[src/rtl/dmaeng_pkg.sv]
package dmaeng_pkg;

    typedef enum logic [1:0] {
        OP_FILL  = 2'b00,
        OP_EMPTY = 2'b01,
        OP_XSTAT = 2'b10,
        OP_NONE  = 2'b11
    } dma_op_e;

    typedef enum logic [1:0] {
        ST_IDLE,
        ST_CLEAR,
        ST_MOVE,
        ST_FINISH
    } eng_state_e;

    localparam int BUF_BYTES  = 256;
    localparam int BUF_AW     = 8;
    localparam int SD_BYTES   = 128;
    localparam int XREC_BYTES = 8;
    localparam logic [7:0] ECODE_WCO = 8'o230;

    typedef struct packed {
        logic [7:0] ecode;
        logic [7:0] wc;
        logic [7:0] trk0;
        logic [7:0] trk1;
        logic [7:0] req_trk;
        logic [7:0] req_sec;
        logic       drv_sel;
        logic       d1_dbl;
        logic       sel_ready;
        logic       d0_dbl;
        logic       cmd_dbl;
    } xstat_src_t;

    function automatic logic [BUF_AW:0] sector_bytes(input logic dbl);
        return dbl ? (BUF_AW+1)'(BUF_BYTES) : (BUF_AW+1)'(SD_BYTES);
    endfunction

endpackage

[src/rtl/dmaeng_wc_check.sv]
module dmaeng_wc_check
    import dmaeng_pkg::*;
(
    input  dma_op_e          op,
    input  logic             dbl,
    input  logic [7:0]       wc,
    output logic             overflow,
    output logic [BUF_AW:0]  nbytes
);
    logic [BUF_AW:0] twice_wc;

    always_comb begin
        twice_wc = {wc, 1'b0};
        overflow = 1'b0;
        unique case (op)
            OP_FILL, OP_EMPTY: begin
                nbytes   = twice_wc;
                overflow = (twice_wc > sector_bytes(dbl));
            end
            OP_XSTAT: nbytes = (BUF_AW+1)'(XREC_BYTES);
            default:  nbytes = '0;
        endcase
    end
endmodule

[src/rtl/dmaeng_xstat_rec.sv]
module dmaeng_xstat_rec
    import dmaeng_pkg::*;
(
    input  xstat_src_t  src,
    input  logic [2:0]  idx,
    output logic [7:0]  data
);
    logic [7:0] flags;
    logic [7:0] sel_trk;

    always_comb begin
        flags   = {src.drv_sel, src.d1_dbl, src.sel_ready, src.d0_dbl, 3'b000, src.cmd_dbl};
        sel_trk = src.drv_sel ? src.trk1 : src.trk0;
        unique case (idx)
            3'd0: data = src.ecode;
            3'd1: data = src.wc;
            3'd2: data = src.trk0;
            3'd3: data = src.trk1;
            3'd4: data = src.req_trk;
            3'd5: data = src.req_sec;
            3'd6: data = flags;
            default: data = sel_trk;
        endcase
    end
endmodule

[src/rtl/secbuf_dma_engine.sv]
module secbuf_dma_engine
    import dmaeng_pkg::*;
#(
    parameter int BA_W  = 16,
    parameter int EXT_W = 2
) (
    input  logic                    clk,
    input  logic                    rst,
    input  logic                    start,
    input  logic [1:0]              op,
    input  logic                    dbl_den,
    input  logic [7:0]              wc_in,
    input  logic [BA_W-1:0]         ba_in,
    input  logic [EXT_W-1:0]        ext_in,
    input  logic [7:0]              xs_ecode,
    input  logic [7:0]              xs_trk0,
    input  logic [7:0]              xs_trk1,
    input  logic [7:0]              xs_req_trk,
    input  logic [7:0]              xs_req_sec,
    input  logic                    xs_drv_sel,
    input  logic                    xs_d0_dbl,
    input  logic                    xs_d1_dbl,
    input  logic                    xs_sel_ready,
    output logic                    mem_req,
    output logic                    mem_we,
    output logic [BA_W+EXT_W-1:0]   mem_addr,
    output logic [7:0]              mem_wdata,
    input  logic [7:0]              mem_rdata,
    input  logic                    mem_ack,
    input  logic                    mem_err,
    output logic [BUF_AW-1:0]       buf_addr,
    output logic                    buf_we,
    output logic [7:0]              buf_wdata,
    input  logic [7:0]              buf_rdata,
    output logic                    busy,
    output logic                    done,
    output logic                    wco_err,
    output logic                    nxm_err,
    output logic [7:0]              err_code,
    output logic [7:0]              wc_left
);
    localparam int ADDR_W = BA_W + EXT_W;
    localparam int IDX_W  = BUF_AW + 1;

    eng_state_e       state_q;
    dma_op_e          op_q;
    logic             dbl_q;
    logic [ADDR_W-1:0] base_q;
    logic [7:0]       wc_q;
    logic [IDX_W-1:0] nbytes_q;
    logic [IDX_W-1:0] idx_q;
    logic             wco_q, nxm_q;
    logic [7:0]       ecode_q, left_q;

    logic             ovf_w;
    logic [IDX_W-1:0] nbytes_w;
    logic [7:0]       rec_byte;
    logic             more;
    logic [IDX_W-1:0] remain;
    xstat_src_t       xsrc;

    dmaeng_wc_check u_chk (
        .op       (dma_op_e'(op)),
        .dbl      (dbl_den),
        .wc       (wc_in),
        .overflow (ovf_w),
        .nbytes   (nbytes_w)
    );

    always_comb begin
        xsrc = '{ecode: xs_ecode, wc: wc_q, trk0: xs_trk0, trk1: xs_trk1,
                 req_trk: xs_req_trk, req_sec: xs_req_sec, drv_sel: xs_drv_sel,
                 d1_dbl: xs_d1_dbl, sel_ready: xs_sel_ready, d0_dbl: xs_d0_dbl,
                 cmd_dbl: dbl_q};
    end

    dmaeng_xstat_rec u_rec (
        .src  (xsrc),
        .idx  (idx_q[2:0]),
        .data (rec_byte)
    );

    assign more   = (idx_q != nbytes_q);
    assign remain = nbytes_q - idx_q;

    // Datapath outputs for the current state
    always_comb begin
        mem_req   = 1'b0;
        mem_we    = (op_q != OP_FILL);
        mem_addr  = base_q + ADDR_W'(idx_q);
        mem_wdata = (op_q == OP_XSTAT) ? rec_byte : buf_rdata;
        buf_addr  = idx_q[BUF_AW-1:0];
        buf_we    = 1'b0;
        buf_wdata = 8'h00;
        unique case (state_q)
            ST_CLEAR: buf_we = 1'b1;
            ST_MOVE: begin
                mem_req = more;
                if (more && op_q == OP_FILL && mem_ack && !mem_err) begin
                    buf_we    = 1'b1;
                    buf_wdata = mem_rdata;
                end
            end
            default: ;
        endcase
    end

    always_ff @(posedge clk) begin
        if (rst) begin
            state_q  <= ST_IDLE;
            op_q     <= OP_NONE;
            dbl_q    <= 1'b0;
            base_q   <= '0;
            wc_q     <= '0;
            nbytes_q <= '0;
            idx_q    <= '0;
            wco_q    <= 1'b0;
            nxm_q    <= 1'b0;
            ecode_q  <= '0;
            left_q   <= '0;
        end else begin
            unique case (state_q)
                ST_IDLE: if (start) begin
                    op_q     <= dma_op_e'(op);
                    dbl_q    <= dbl_den;
                    base_q   <= {ext_in, ba_in};
                    wc_q     <= wc_in;
                    nbytes_q <= nbytes_w;
                    idx_q    <= '0;
                    nxm_q    <= 1'b0;
                    wco_q    <= ovf_w;
                    ecode_q  <= ovf_w ? ECODE_WCO : 8'h00;
                    left_q   <= wc_in;
                    if (ovf_w)
                        state_q <= ST_FINISH;
                    else if (dma_op_e'(op) == OP_FILL)
                        state_q <= ST_CLEAR;
                    else
                        state_q <= ST_MOVE;
                end
                ST_CLEAR: begin
                    idx_q <= idx_q + 1'b1;
                    if (idx_q == IDX_W'(BUF_BYTES - 1)) begin
                        idx_q   <= '0;
                        state_q <= ST_MOVE;
                    end
                end
                ST_MOVE: begin
                    if (!more) begin
                        left_q  <= (op_q == OP_XSTAT) ? wc_q : 8'h00;
                        state_q <= ST_FINISH;
                    end else if (mem_err) begin
                        nxm_q   <= 1'b1;
                        left_q  <= (op_q == OP_XSTAT) ? wc_q : remain[IDX_W-1:1];
                        state_q <= ST_FINISH;
                    end else if (mem_ack) begin
                        idx_q <= idx_q + 1'b1;
                    end
                end
                default: state_q <= ST_IDLE;
            endcase
        end
    end

    assign busy     = (state_q != ST_IDLE);
    assign done     = (state_q == ST_FINISH);
    assign wco_err  = wco_q;
    assign nxm_err  = nxm_q;
    assign err_code = ecode_q;
    assign wc_left  = left_q;

    a_r1_no_dma_on_overflow: assert property (@(posedge clk) disable iff (rst)
        (start && !busy && ovf_w) |=> (done && !mem_req));

    a_r1_flags_exclusive: assert property (@(posedge clk) disable iff (rst)
        done |-> !(wco_err && nxm_err));

    a_r2_buf_only_on_fill: assert property (@(posedge clk) disable iff (rst)
        buf_we |-> !mem_we);

    a_r4_addr_step: assert property (@(posedge clk) disable iff (rst)
        (mem_req && mem_ack && !mem_err) |=> (!mem_req || mem_addr == $past(mem_addr) + 1'b1));

    a_r5_fault_stop: assert property (@(posedge clk) disable iff (rst)
        (mem_req && mem_err) |=> (done && nxm_err && !mem_req));

    a_r9_done_in_busy: assert property (@(posedge clk) disable iff (rst)
        done |-> busy);

    a_r9_idle_after_done: assert property (@(posedge clk) disable iff (rst)
        done |=> !busy);

endmodule

[config.mk]
export PLATFORM = sky130hd
export DESIGN_NAME = secbuf_dma_engine
export DESIGN_NICKNAME = d
export VERILOG_FILES = /design/src/rtl/dmaeng_pkg.sv /design/src/rtl/dmaeng_wc_check.sv /design/src/rtl/dmaeng_xstat_rec.sv /design/src/rtl/secbuf_dma_engine.sv
export SDC_FILE = /design/constraint.sdc
export NUM_CORES = 1
export LEC_CHECK = 0
export ABC_AREA = 1
export CORE_ASPECT_RATIO = 0.7
export CORE_MARGIN = 4
export CORE_UTILIZATION = 50
export CTS_BUF_LIST = sky130_fd_sc_hd__clkbuf_8
export DETAILED_ROUTE_END_ITERATION = 10
export PLACE_DENSITY = 0.95
export SYNTH_ARGS = -nofsm -noshare
export SYNTH_HDL_FRONTEND = slang
export SYNTH_HIERARCHICAL = 1
export SYNTH_SLANG_ARGS = --single-unit
[constraint.sdc]
create_clock -name clk -period 3.35 [get_ports clk]
set_clock_uncertainty 0.05 [all_clocks]
set_input_delay 0.67 -clock clk [delete_from_list [all_inputs] [get_ports clk]]
set_output_delay 0.67 -clock clk [all_outputs]
set_load 0.05 [all_outputs]
==> results.md, run 1 <==
- Outcome: complete, no violations
- Worst-path cell chain: inv_1 -> ha_1 -> nand2_2 -> nor2_4 -> nand3_2 -> nand2_1 -> inv_1 -> nand4_4 -> nor2_1 -> buf_12
- Asr flop ratio synth: 0
- CP Launch Type: flop
- Die height: about 91 um
- CTS Hold Bufs: 0
- Post-Layout Inst Area: 6910 um2
- Clk Latency, worst-skew pair: approximately 0.35 ns
- Clk sinks: 59
- Synthesis-stage register bit count: just under 60
- PostCTS Resize Cnt: 0
- Vias in the first global route: 5394
- Ys flop type: dfxtp_1
- Fraction of final layout cells sized beyond drive strength 1: 0.0843
- CTS tree: done
- Placed cells: ~1100
- Final hold vios: 0
- CP top delay family: simple AND/OR/NAND/NOR gates
- Routed vias: between 5000 and 6000
- Initial drt markers: between 800 and 900
- Net count, final: ~1100
- Worst-Margin Slew: about 0.57 ns
- Most frequent CP cell: inv_1
- Total congestion overflow: 0
- Final setup viols: 0
- Die area: 11500 um2
- Max-slew violation count: 0
- Gr usage total: 0.277
- Wire per inst: ~15 um
- EDFF count, synth: 0
- Layout Utilization: 0.741
- Core area: between 9000 and 10000 um2
- Post-CTS Setup Repair Bufs: 0
- WL final: 16400 um
- Initial antenna violation count: 0
- Peak Freq: between 0.3 and 0.4 GHz
- Warnings, synthesis: 6
- Placer Congestion: about 1.0
- Die W: between 100 and 150 um
- Pwr Total: around 0.0045 W
- Worst path max stage delay: slightly above 0.4 ns
- Critical Path Stages: 10
- Global-route wire length before repair: roughly 26000 um
- Clock-pin slew on the worst setup and hold paths: 0.07 ns
- Number of inserted diodes: 0
- Post-synthesis cell count: about 820
- Pin count of the biggest net entering global routing: 38
- Antenna Nets Post-Route: 0
- Longest Clk Path Bufs: 2
- Distinct cells, synth: 37
- Root Driver: clkbuf_8
- Leakage: ~3.3 nW
- First-pass DRT Iterations: 5
- Worst VDD drop: about 0.00034 V
- Avg Cell Area, Syn: between 5 and 6 um2
- Setup TNS: 0 ns
- Initial Util: 0.527
- Worst r2r path cells: 8
- CP required: around 2.6 ns
- Dpl cell area: 6710 um2
- Crit-path max FO: 9
- RSZ-0062 raised after global routing: false
- Slowest-stage cell, CP: dfxtp_1
- CP endpoint kind: primary output
- Path type of the worst setup path: reg2out
- WHS Path Cells: 2
- DRC Markers: 0
- Number of vias per cell: about 5.5
- Worst path bufs/invs: 3
- I/O pins: roughly 160
- PortBufs: around 150
- Worst EP arrival: between 2 and 2.5 ns
- Syn Std Cell Area: around 4900 um2
- Power Dens Cells: ~650 nW/um2
- Synthesis-to-finish area growth: 40.6%
- Dpl hpwl: around 13000 um
- Tmin final: 3.18 ns
- H-tree Lvls: 3
- Inserted Clock Buffers: 9
- Hold Path Class: reg2reg
- Final period util: 0.948
- Cell row count: 29
- Max-Cap Viols: 0
- Sequential area share after synthesis: 0.240
- Fin cells: approximately 1100
- Max-slew headroom: 0.617
[flip-flops by register name, summed over array words and instances, names as in the netlist]
signal and cells:
idx_q 9, nbytes_q 9, wc_left 8, op_q 2, nxm_err 1, err_code 1
base_q 18, state_q 2, wc_q 8, dbl_q 1
[tightest hold or removal path, stage by stage (launching register included)]
cell and delay [ns]:
dfxtp_1 0.31, nand2_1 0.06, a21oi_1 0.06
[where the power goes]
part	internal, W	switching (W)	total (W)
Clock	0.000335	0.000294	0.000629
Combinational	0.00102	0.00183	0.00285
Sequential	0.000876	0.000127	0.00100
[routing by layer]
layer,GRT usage,vias to the layer above,wire length (um)
met5,0,-,0
met4,0.0759,0,323
met3,0.0704,41,1820
met2,0.427,362,7340
met1,0.385,2632,6890
li1,-,2853,-
[cells in the final DEF, fill, tap and decap left out, types with 4 or more instances in the layout]
cell,n
nand2_1,192
xor2_1,8
clkbuf_8,9
o21ai_1,4
nor2_2,5
ha_1,26
inv_1,116
a21oi_1,41
nor2_1,129
o22ai_1,4
buf_12,34
buf_4,7
nand4_1,40
nor3_1,6
nand3_1,43
o21ai_0,61
dfxtp_1,59
conb_1,6
clkdlybuf4s50_1,119
[cell usage after synthesis (3+ instances only)]
| library cell | n | share of area |
|---|---|---|
| a21oi_1 | 43 | 0.044 |
| buf_2 | 14 | 0.014 |
| buf_4 | 20 | 0.031 |
| buf_6 | 3 | 0.0069 |
| clkbuf_1 | 11 | 0.0084 |
| dfxtp_1 | 59 | 0.24 |
| ha_1 | 26 | 0.066 |
| inv_1 | 114 | 0.087 |
| inv_2 | 3 | 0.0023 |
| nand2_1 | 192 | 0.15 |
| nand3_1 | 43 | 0.044 |
| nand3b_1 | 3 | 0.0046 |
| nand4_1 | 40 | 0.051 |
| nor2_1 | 129 | 0.099 |
| nor2_2 | 5 | 0.0064 |
| nor2_4 | 3 | 0.0069 |
| nor3_1 | 6 | 0.0061 |
| o21ai_0 | 61 | 0.062 |
| o21ai_1 | 4 | 0.0041 |
| o22ai_1 | 4 | 0.0051 |
| or2_2 | 3 | 0.0038 |
| xnor2_1 | 3 | 0.0053 |
| xor2_1 | 8 | 0.014 |
[kinds of logic (layout without fill, tap and decap cells)]
family                     Yosys count  in the layout  synth area share
xor gates and xnor gates            11             11            0.0196
and+or+nand+nor                    431            431             0.383
DFF                                 59             59             0.240
other                                2              6           0.00153
buffers and inverters              168            294             0.153
adders and majority gates           28             28            0.0744
AOI/OAI and AO/OA                  120            120             0.129
[stage by stage]
stage          worst slack, ns  hold WS [ns]
2_1_floorplan           0.0681         0.383
6_report                 0.173         0.424
5_1_grt                 0.0538         0.439
3_3_place_gp             0.519         0.404
4_1_cts                 0.0645         0.422
3_5_place_dp             0.446         0.409
[final timing paths]
path                                 from                 endpoint  slack (ns)
setup / recovery    idx_q[5]$_SDFFE_PP0P_             buf_wdata[7]        0.17
hold / removal    wc_left[3]$_SDFFE_PP0P_  wc_left[3]$_SDFFE_PP0P_        0.42
setup reg to reg  state_q[0]$_SDFFE_PP0P_  wc_left[0]$_SDFFE_PP0P_        0.78
hold reg to reg   wc_left[3]$_SDFFE_PP0P_  wc_left[3]$_SDFFE_PP0P_        0.42
[area by class of cell]
class | count | area [um2]
inverter | 118 | 448
tap | 124 | 155
clock inverter | 7 | 61.3
timing repair buffer | 160 | 1920
fill | 689 | 2420
sequential | 59 | 1180
multi-input combinational | 596 | 3010
clock buffer | 9 | 124
(Power assumes the default switching activity.)
==> inputs of run 2 (changes only) <==
--- a/config.mk
+++ b/config.mk
@@ -12,6 +12,7 @@
 export CTS_BUF_LIST = sky130_fd_sc_hd__clkbuf_8
 export DETAILED_ROUTE_END_ITERATION = 10
 export PLACE_DENSITY = 0.95
+export SETUP_SLACK_MARGIN = 0.05
 export SYNTH_ARGS = -nofsm -noshare
 export SYNTH_HDL_FRONTEND = slang
 export SYNTH_HIERARCHICAL = 1
==> results.md, run 2 (synthesized netlist as in run 1, its figures left out) <==
- PortBufs: 153 (unchanged)
- Number of inserted diodes: 0 (unchanged)
- Die W: 126 um (unchanged)
- Hold Path Class: reg2reg
- Register-to-register setup slack: 0.78 ns (about the same)
- Antenna Nets Post-Route: 0 (unchanged)
- Critical Path Source: idx_q[5]$_SDFFE_PP0P_
- Dpl cell area: 6710 um2 (unchanged)
- Max-Cap Viols: 0 (unchanged)
- Net count, final: 1066 (unchanged)
- Worst VDD drop: 0.000342 V (+0.27%)
- Gr usage total: 0.277 (unchanged)
- Clock-pin slew on the worst setup and hold paths: 0.07 ns (about the same)
- Setup TNS: 0 ns (unchanged)
- Commonest cells after routing, fill and taps aside: 192 x nand2_1, 128 x nor2_1, 119 x clkdlybuf4s50_1
- First-pass DRT Iterations: 5 (unchanged)
- DRC Markers: 0 (unchanged)
- Worst-Margin Slew: 0.572 ns (-0.00116 ns)
- Root Driver: clkbuf_8
- CP required: 2.63 ns (about the same)
- Number of vias per cell: 5.50 (+0.24%)
- Synthesis-to-finish area growth: 40.6% (about the same)
- Post-Layout Inst Area: 6910 um2 (about the same)
- Initial antenna violation count: 0 (unchanged)
- Inserted Clock Buffers: 9 (unchanged)
- Max-slew violation count: 0 (unchanged)
- Initial drt markers: 830 (unchanged)
- # fillers: 688 (-0.15%)
- Pin count of the biggest net entering global routing: 38 (unchanged)
- Path type of the worst setup path: reg2out
- Final period util: 0.952 (+0.00317)
- Worst EP arrival: 2.47 ns (about the same)
- WL final: 16400 um (+0.29%)
- Placer Congestion: 1.01 (unchanged)
- Die area: 11500 um2 (unchanged)
- CP endpoint kind: primary output
- Vias in the first global route: 5394 (unchanged)
- Leakage: 3.34 nW (about the same)
- Wire per inst: 15.3 um (+0.29%)
- H-tree Lvls: 3 (unchanged)
- Largest regs: base_q: 18 flops, idx_q: 9 flops, nbytes_q: 9 flops
- Tmin final: 3.19 ns (+0.0106 ns)
- I/O pins: 159 (unchanged)
- Cell row count: 29 (unchanged)
- Worst r2r path cells: 8 (unchanged)
- CP Launch Type: flop
- Core area: 9330 um2 (unchanged)
- Commonest non-fill, non-tap cell in the layout: nand2_1
- Longest Clk Path Bufs: 2 (unchanged)
- Reg with most FFs: base_q
- Outcome: complete, no violations
- CTS tree: done
- Routed vias: 5902 (+0.24%)
- Final setup viols: 0 (unchanged)
- Total congestion overflow: 0 (unchanged)
- Dpl hpwl: 12600 um (unchanged)
- Max-slew headroom: 0.617 (+0.000773)
- Die height: 90.9 um (unchanged)
- Max reg flops: 18 (unchanged)
- Clk sinks: 59 (unchanged)
- RR Endpoint: wc_left[0]$_SDFFE_PP0P_
- Final hold vios: 0 (unchanged)
- CP Capture Point: buf_wdata[7]
- RSZ-0062 raised after global routing: false
- Crit-path max FO: 9 (unchanged)
- Initial Util: 0.527 (unchanged)
- Power Dens Cells: 650 nW/um2 (about the same)
- CTS Hold Bufs: 0 (unchanged)
- Fraction of final layout cells sized beyond drive strength 1: 0.0854 (+0.00105)
- Peak Freq: 0.314 GHz (-0.33%)
- Crit Reg-Reg Startpoint: state_q[0]$_SDFFE_PP0P_
- Clk Latency, worst-skew pair: 0.35 ns (about the same)
- Global-route wire length before repair: 26400 um (unchanged)
==> run 2: critical path, stage by stage (launching register included) <==
cell	delay (ns)
dfxtp_1	0.41
inv_1	0.16
ha_1	0.40
nand2_2	0.12
nor2_4	0.05
nand3_2	0.12
nand2_1	0.06
inv_1	0.15
nand4_4	0.19
nor2_1	0.26
buf_12	0.17
==> run 2: cell type report <==
cell class / count / area (um2) / share of cell area
clock buffers: 9 / 124 / 0.0179
clock inverters: 7 / 61.3 / 0.00888
inverters: 118 / 448 / 0.0648
multi-input cells: 596 / 3010 / 0.436
flip-flops and latches: 59 / 1180 / 0.171
well taps: 124 / 155 / 0.0225
repair buffers: 160 / 1920 / 0.279
==> run 2: worst min path at each step <==
stage                                        start                       end  slack [ns]  cells after the start
final                      wc_left[3]$_SDFFE_PP0P_   wc_left[3]$_SDFFE_PP0P_        0.42                      2
after global routing      nbytes_q[0]$_SDFFE_PP0P_  nbytes_q[0]$_SDFFE_PP0P_        0.44                      2
after CTS                 nbytes_q[8]$_SDFFE_PP0P_  nbytes_q[8]$_SDFFE_PP0P_        0.42                      2
after detailed placement   wc_left[6]$_SDFFE_PP0P_   wc_left[6]$_SDFFE_PP0P_        0.41                      2
after global placement     wc_left[6]$_SDFFE_PP0P_   wc_left[6]$_SDFFE_PP0P_        0.40                      2
after floorplan           nbytes_q[0]$_SDFFE_PP0P_  nbytes_q[0]$_SDFFE_PP0P_        0.38                      2
==> run 2: power breakdown <==
group          total [W]  internal, W  switching (W)
Clock           0.000631     0.000335       0.000296
Sequential       0.00100     0.000876       0.000128
Combinational    0.00286      0.00102        0.00184
Total            0.00449      0.00223        0.00226
==> run 2: routing by layer <==
metal | wire length, um | vias up | global-route usage
met5 | 0 | - | 0
met4 | 357 | 0 | 0.0759
met3 | 1840 | 47 | 0.0704
met2 | 7330 | 355 | 0.427
met1 | 6900 | 2646 | 0.385
li1 | - | 2854 | -
==> run 2: through the flow <==
step,hold WS (ns),setup WS [ns],total power [W],utilization,cells
after floorplan,0.383,0.0681,0.00286,-,823
after global placement,0.404,0.519,0.00373,0.719,1057
after detailed placement,0.409,0.446,0.00379,0.719,1057
after CTS,0.422,0.0645,0.00445,0.739,1073
after global routing,0.439,0.0538,0.00476,0.741,1073
final,0.424,0.162,0.00449,0.741,1073
==> run 2: timing repair <==
action,CTS,global route
endpoints found under the setup margin,0,13
resized for setup,0,3
buffers inserted,0,0
==> inputs of run 3 (changes only) <==
--- a/config.mk
+++ b/config.mk
@@ -6,7 +6,6 @@
 export NUM_CORES = 1
 export LEC_CHECK = 0
 export ABC_AREA = 1
-export CORE_ASPECT_RATIO = 0.7
 export CORE_MARGIN = 4
 export CORE_UTILIZATION = 50
 export CTS_BUF_LIST = sky130_fd_sc_hd__clkbuf_8
==> results.md, run 3 (synthesized netlist as in run 1, its figures left out) <==
- CP required: 2.63 ns (about the same)
- I/O pins: 159 (unchanged)
- Initial antenna violation count: 0 (unchanged)
- Root Driver: clkbuf_8
- WHS Path Cells: 2 (unchanged)
- CTS tree: done
- Vias in the first global route: 5411 (+0.32%)
- Peak Freq: 0.320 GHz (+2.1%)
- Fin cells: 1078 (+0.47%)
- Initial Util: 0.522 (-0.00504)
- Dpl cell area: 6720 um2 (+0.24%)
- Synthesis-to-finish area growth: 41.8%
- Worst path bufs/invs: 1 (-2)
- Path type of the worst setup path: reg2out
- Die height: 107 um (+18%)
- Worst r2r path cells: 15 (+7)
- Hold Path Class: reg2reg
- Placed cells: 1062 (+0.47%)
- Wire per inst: 15.0 um (-2.3%)
- Total congestion overflow: 0 (unchanged)
- Die W: 107 um (-15%)
- CP top delay family: simple AND/OR/NAND/NOR gates
- Slowest-stage cell, CP: fa_1
- CP Launch Type: flop
- Inserted Clock Buffers: 9 (unchanged)
- Pwr Total: 0.00454 W (+1.2%)
- Layout Utilization: 0.740 (-0.000842)
- Placer Congestion: 0.941 (-6.8%)
- Final setup viols: 0 (unchanged)
- Tmin final: 3.12 ns (-0.0664 ns)
- Gr usage total: 0.269 (-0.00752)
- Worst path max stage delay: 0.40 ns (about the same)
- Global-route wire length before repair: 25200 um (-4.4%)
- Cell row count: 35 (+21%)
- RSZ-0062 raised after global routing: false
- Core area: 9420 um2 (+0.97%)
- Largest regs: base_q: 18 flops, idx_q: 9 flops, nbytes_q: 9 flops
- DRC Markers: 0 (unchanged)
- Crit Reg-Reg Startpoint: idx_q[0]$_SDFFE_PP0P_
- Fraction of final layout cells sized beyond drive strength 1: 0.0917 (+0.00632)
- Worst-Margin Slew: 0.562 ns (-0.00997 ns)
- Initial drt markers: 540 (-35%)
- Setup TNS: 0 ns (unchanged)
- Pin count of the biggest net entering global routing: 36 (-5.3%)
- Net count, final: 1066 (unchanged)
- Post-Layout Inst Area: 6970 um2 (+0.85%)
- Max reg flops: 18 (unchanged)
- Max-Cap Viols: 0 (unchanged)
- Commonest cells after routing, fill and taps aside: 192 x nand2_1, 125 x nor2_1, 118 x clkdlybuf4s50_1
- Routed vias: 5792 (-1.9%)
- Longest Clk Path Bufs: 2 (unchanged)
- Worst VDD drop: 0.000515 V (+50%)
- Max-slew violation count: 0 (unchanged)
- Leakage: 3.35 nW (+0.26%)
- WL final: 16100 um (-1.8%)
- Final period util: 0.932 (-0.0198)
- Clock-pin slew on the worst setup and hold paths: 0.07 ns (about the same)
- Most frequent CP cell: nand2_1
- Dpl hpwl: 12100 um (-3.8%)
- Number of inserted diodes: 0 (unchanged)
- Outcome: complete, no violations
- Final hold vios: 0 (unchanged)
- Clk sinks: 59 (unchanged)
- Worst-path cell chain: ha_1 -> fa_1 -> nand3_1 -> nand2_1 -> nand2_1 -> nand3_1 -> a21oi_4 -> nor2_1 -> nand2_1 -> nand2_1 -> buf_12
- First-pass DRT Iterations: 7 (+2)
- Max-slew headroom: 0.625 (+0.00730)
- Antenna Nets Post-Route: 0 (unchanged)
- H-tree Lvls: 3 (unchanged)
- Reg with most FFs: base_q
- Commonest non-fill, non-tap cell in the layout: nand2_1
- PortBufs: 153 (unchanged)
- RR Endpoint: idx_q[6]$_SDFFE_PP0P_
- CP endpoint kind: primary output
- Crit-path max FO: 5 (-4)
- Power Dens Cells: 652 nW/um2 (+0.30%)
- Clk Latency, worst-skew pair: 0.35 ns (about the same)
- HP Start: nbytes_q[0]$_SDFFE_PP0P_
- Register-to-register setup slack: 0.80 ns (+0.02 ns)
- Number of vias per cell: 5.37 (-2.3%)
- Worst Hold End: nbytes_q[0]$_SDFFE_PP0P_
- Worst EP arrival: 2.40 ns (-0.07 ns)
- CTS Hold Bufs: 0 (unchanged)
- Die area: 11500 um2 (-0.22%)
==> run 3: changes by cell type in the layout (fill, tap and decap cells not counted), sizes merged <==
cell	previous run	this run
clkbuf	9	12
clkinv	5	3
inv	119	117
buf	41	42
clkinvlp	0	1
clkdlybuf4s50	119	118
==> run 3: final cells by class <==
cell class | count | area, um2
fillers | 649 | 2450
clock buffers | 12 | 165
inverters | 118 | 448
repair buffers | 160 | 1930
clock inverters | 4 | 47.5
flip-flops and latches | 59 | 1180
multi-input cells | 596 | 3030
well taps | 129 | 161
==> run 3: report_power, final <==
part	internal [W]	total [W]	switching, W
logic	0.00103	0.00283	0.00180
registers	0.000876	0.00101	0.000137
clock network	0.000402	0.000698	0.000296
total	0.00231	0.00454	0.00224
==> run 3: worst max-delay path by stage <==
stage          depth (start not counted)      endpoint                   from  slack [ns]
2_1_floorplan                          9  buf_wdata[0]  idx_q[1]$_SDFFE_PP0P_        0.07
3_3_place_gp                           8  mem_wdata[6]             xs_drv_sel        0.55
3_5_place_dp                          11  mem_addr[16]  idx_q[0]$_SDFFE_PP0P_        0.49
4_1_cts                               11  mem_addr[16]  idx_q[0]$_SDFFE_PP0P_        0.11
5_1_grt                               11  mem_addr[16]  idx_q[0]$_SDFFE_PP0P_        0.05
6_report                              11  mem_addr[14]  idx_q[0]$_SDFFE_PP0P_        0.23
==> run 3: through the flow <==
stage	hold slack [ns]	worst slack, ns
after floorplan	0.383	0.0681
after global placement	0.395	0.549
after detailed placement	0.400	0.495
after CTS	0.409	0.107
after global routing	0.433	0.0534
final	0.405	0.228
==> run 3: tightest hold or removal path, cell delays in order, from the launching register on <==
cell     delay [ns]
dfxtp_1        0.29
inv_1          0.06
a21oi_1        0.06
==> run 3: what timing repair did <==
item                                    in CTS  in global routing
setup buffers                                0                  0
endpoints found under the setup margin       0                 13
resized for setup                            0                  7
==> run 3: per-layer routing <==
metal	vias to the layer above	GRT usage	share of wire	wire length [um]
li1	2847	-	-	-
met1	2550	0.328	0.40	6460
met2	333	0.454	0.46	7380
met3	62	0.0458	0.10	1610
met4	0	0.137	0.042	671
met5	-	0	0	0
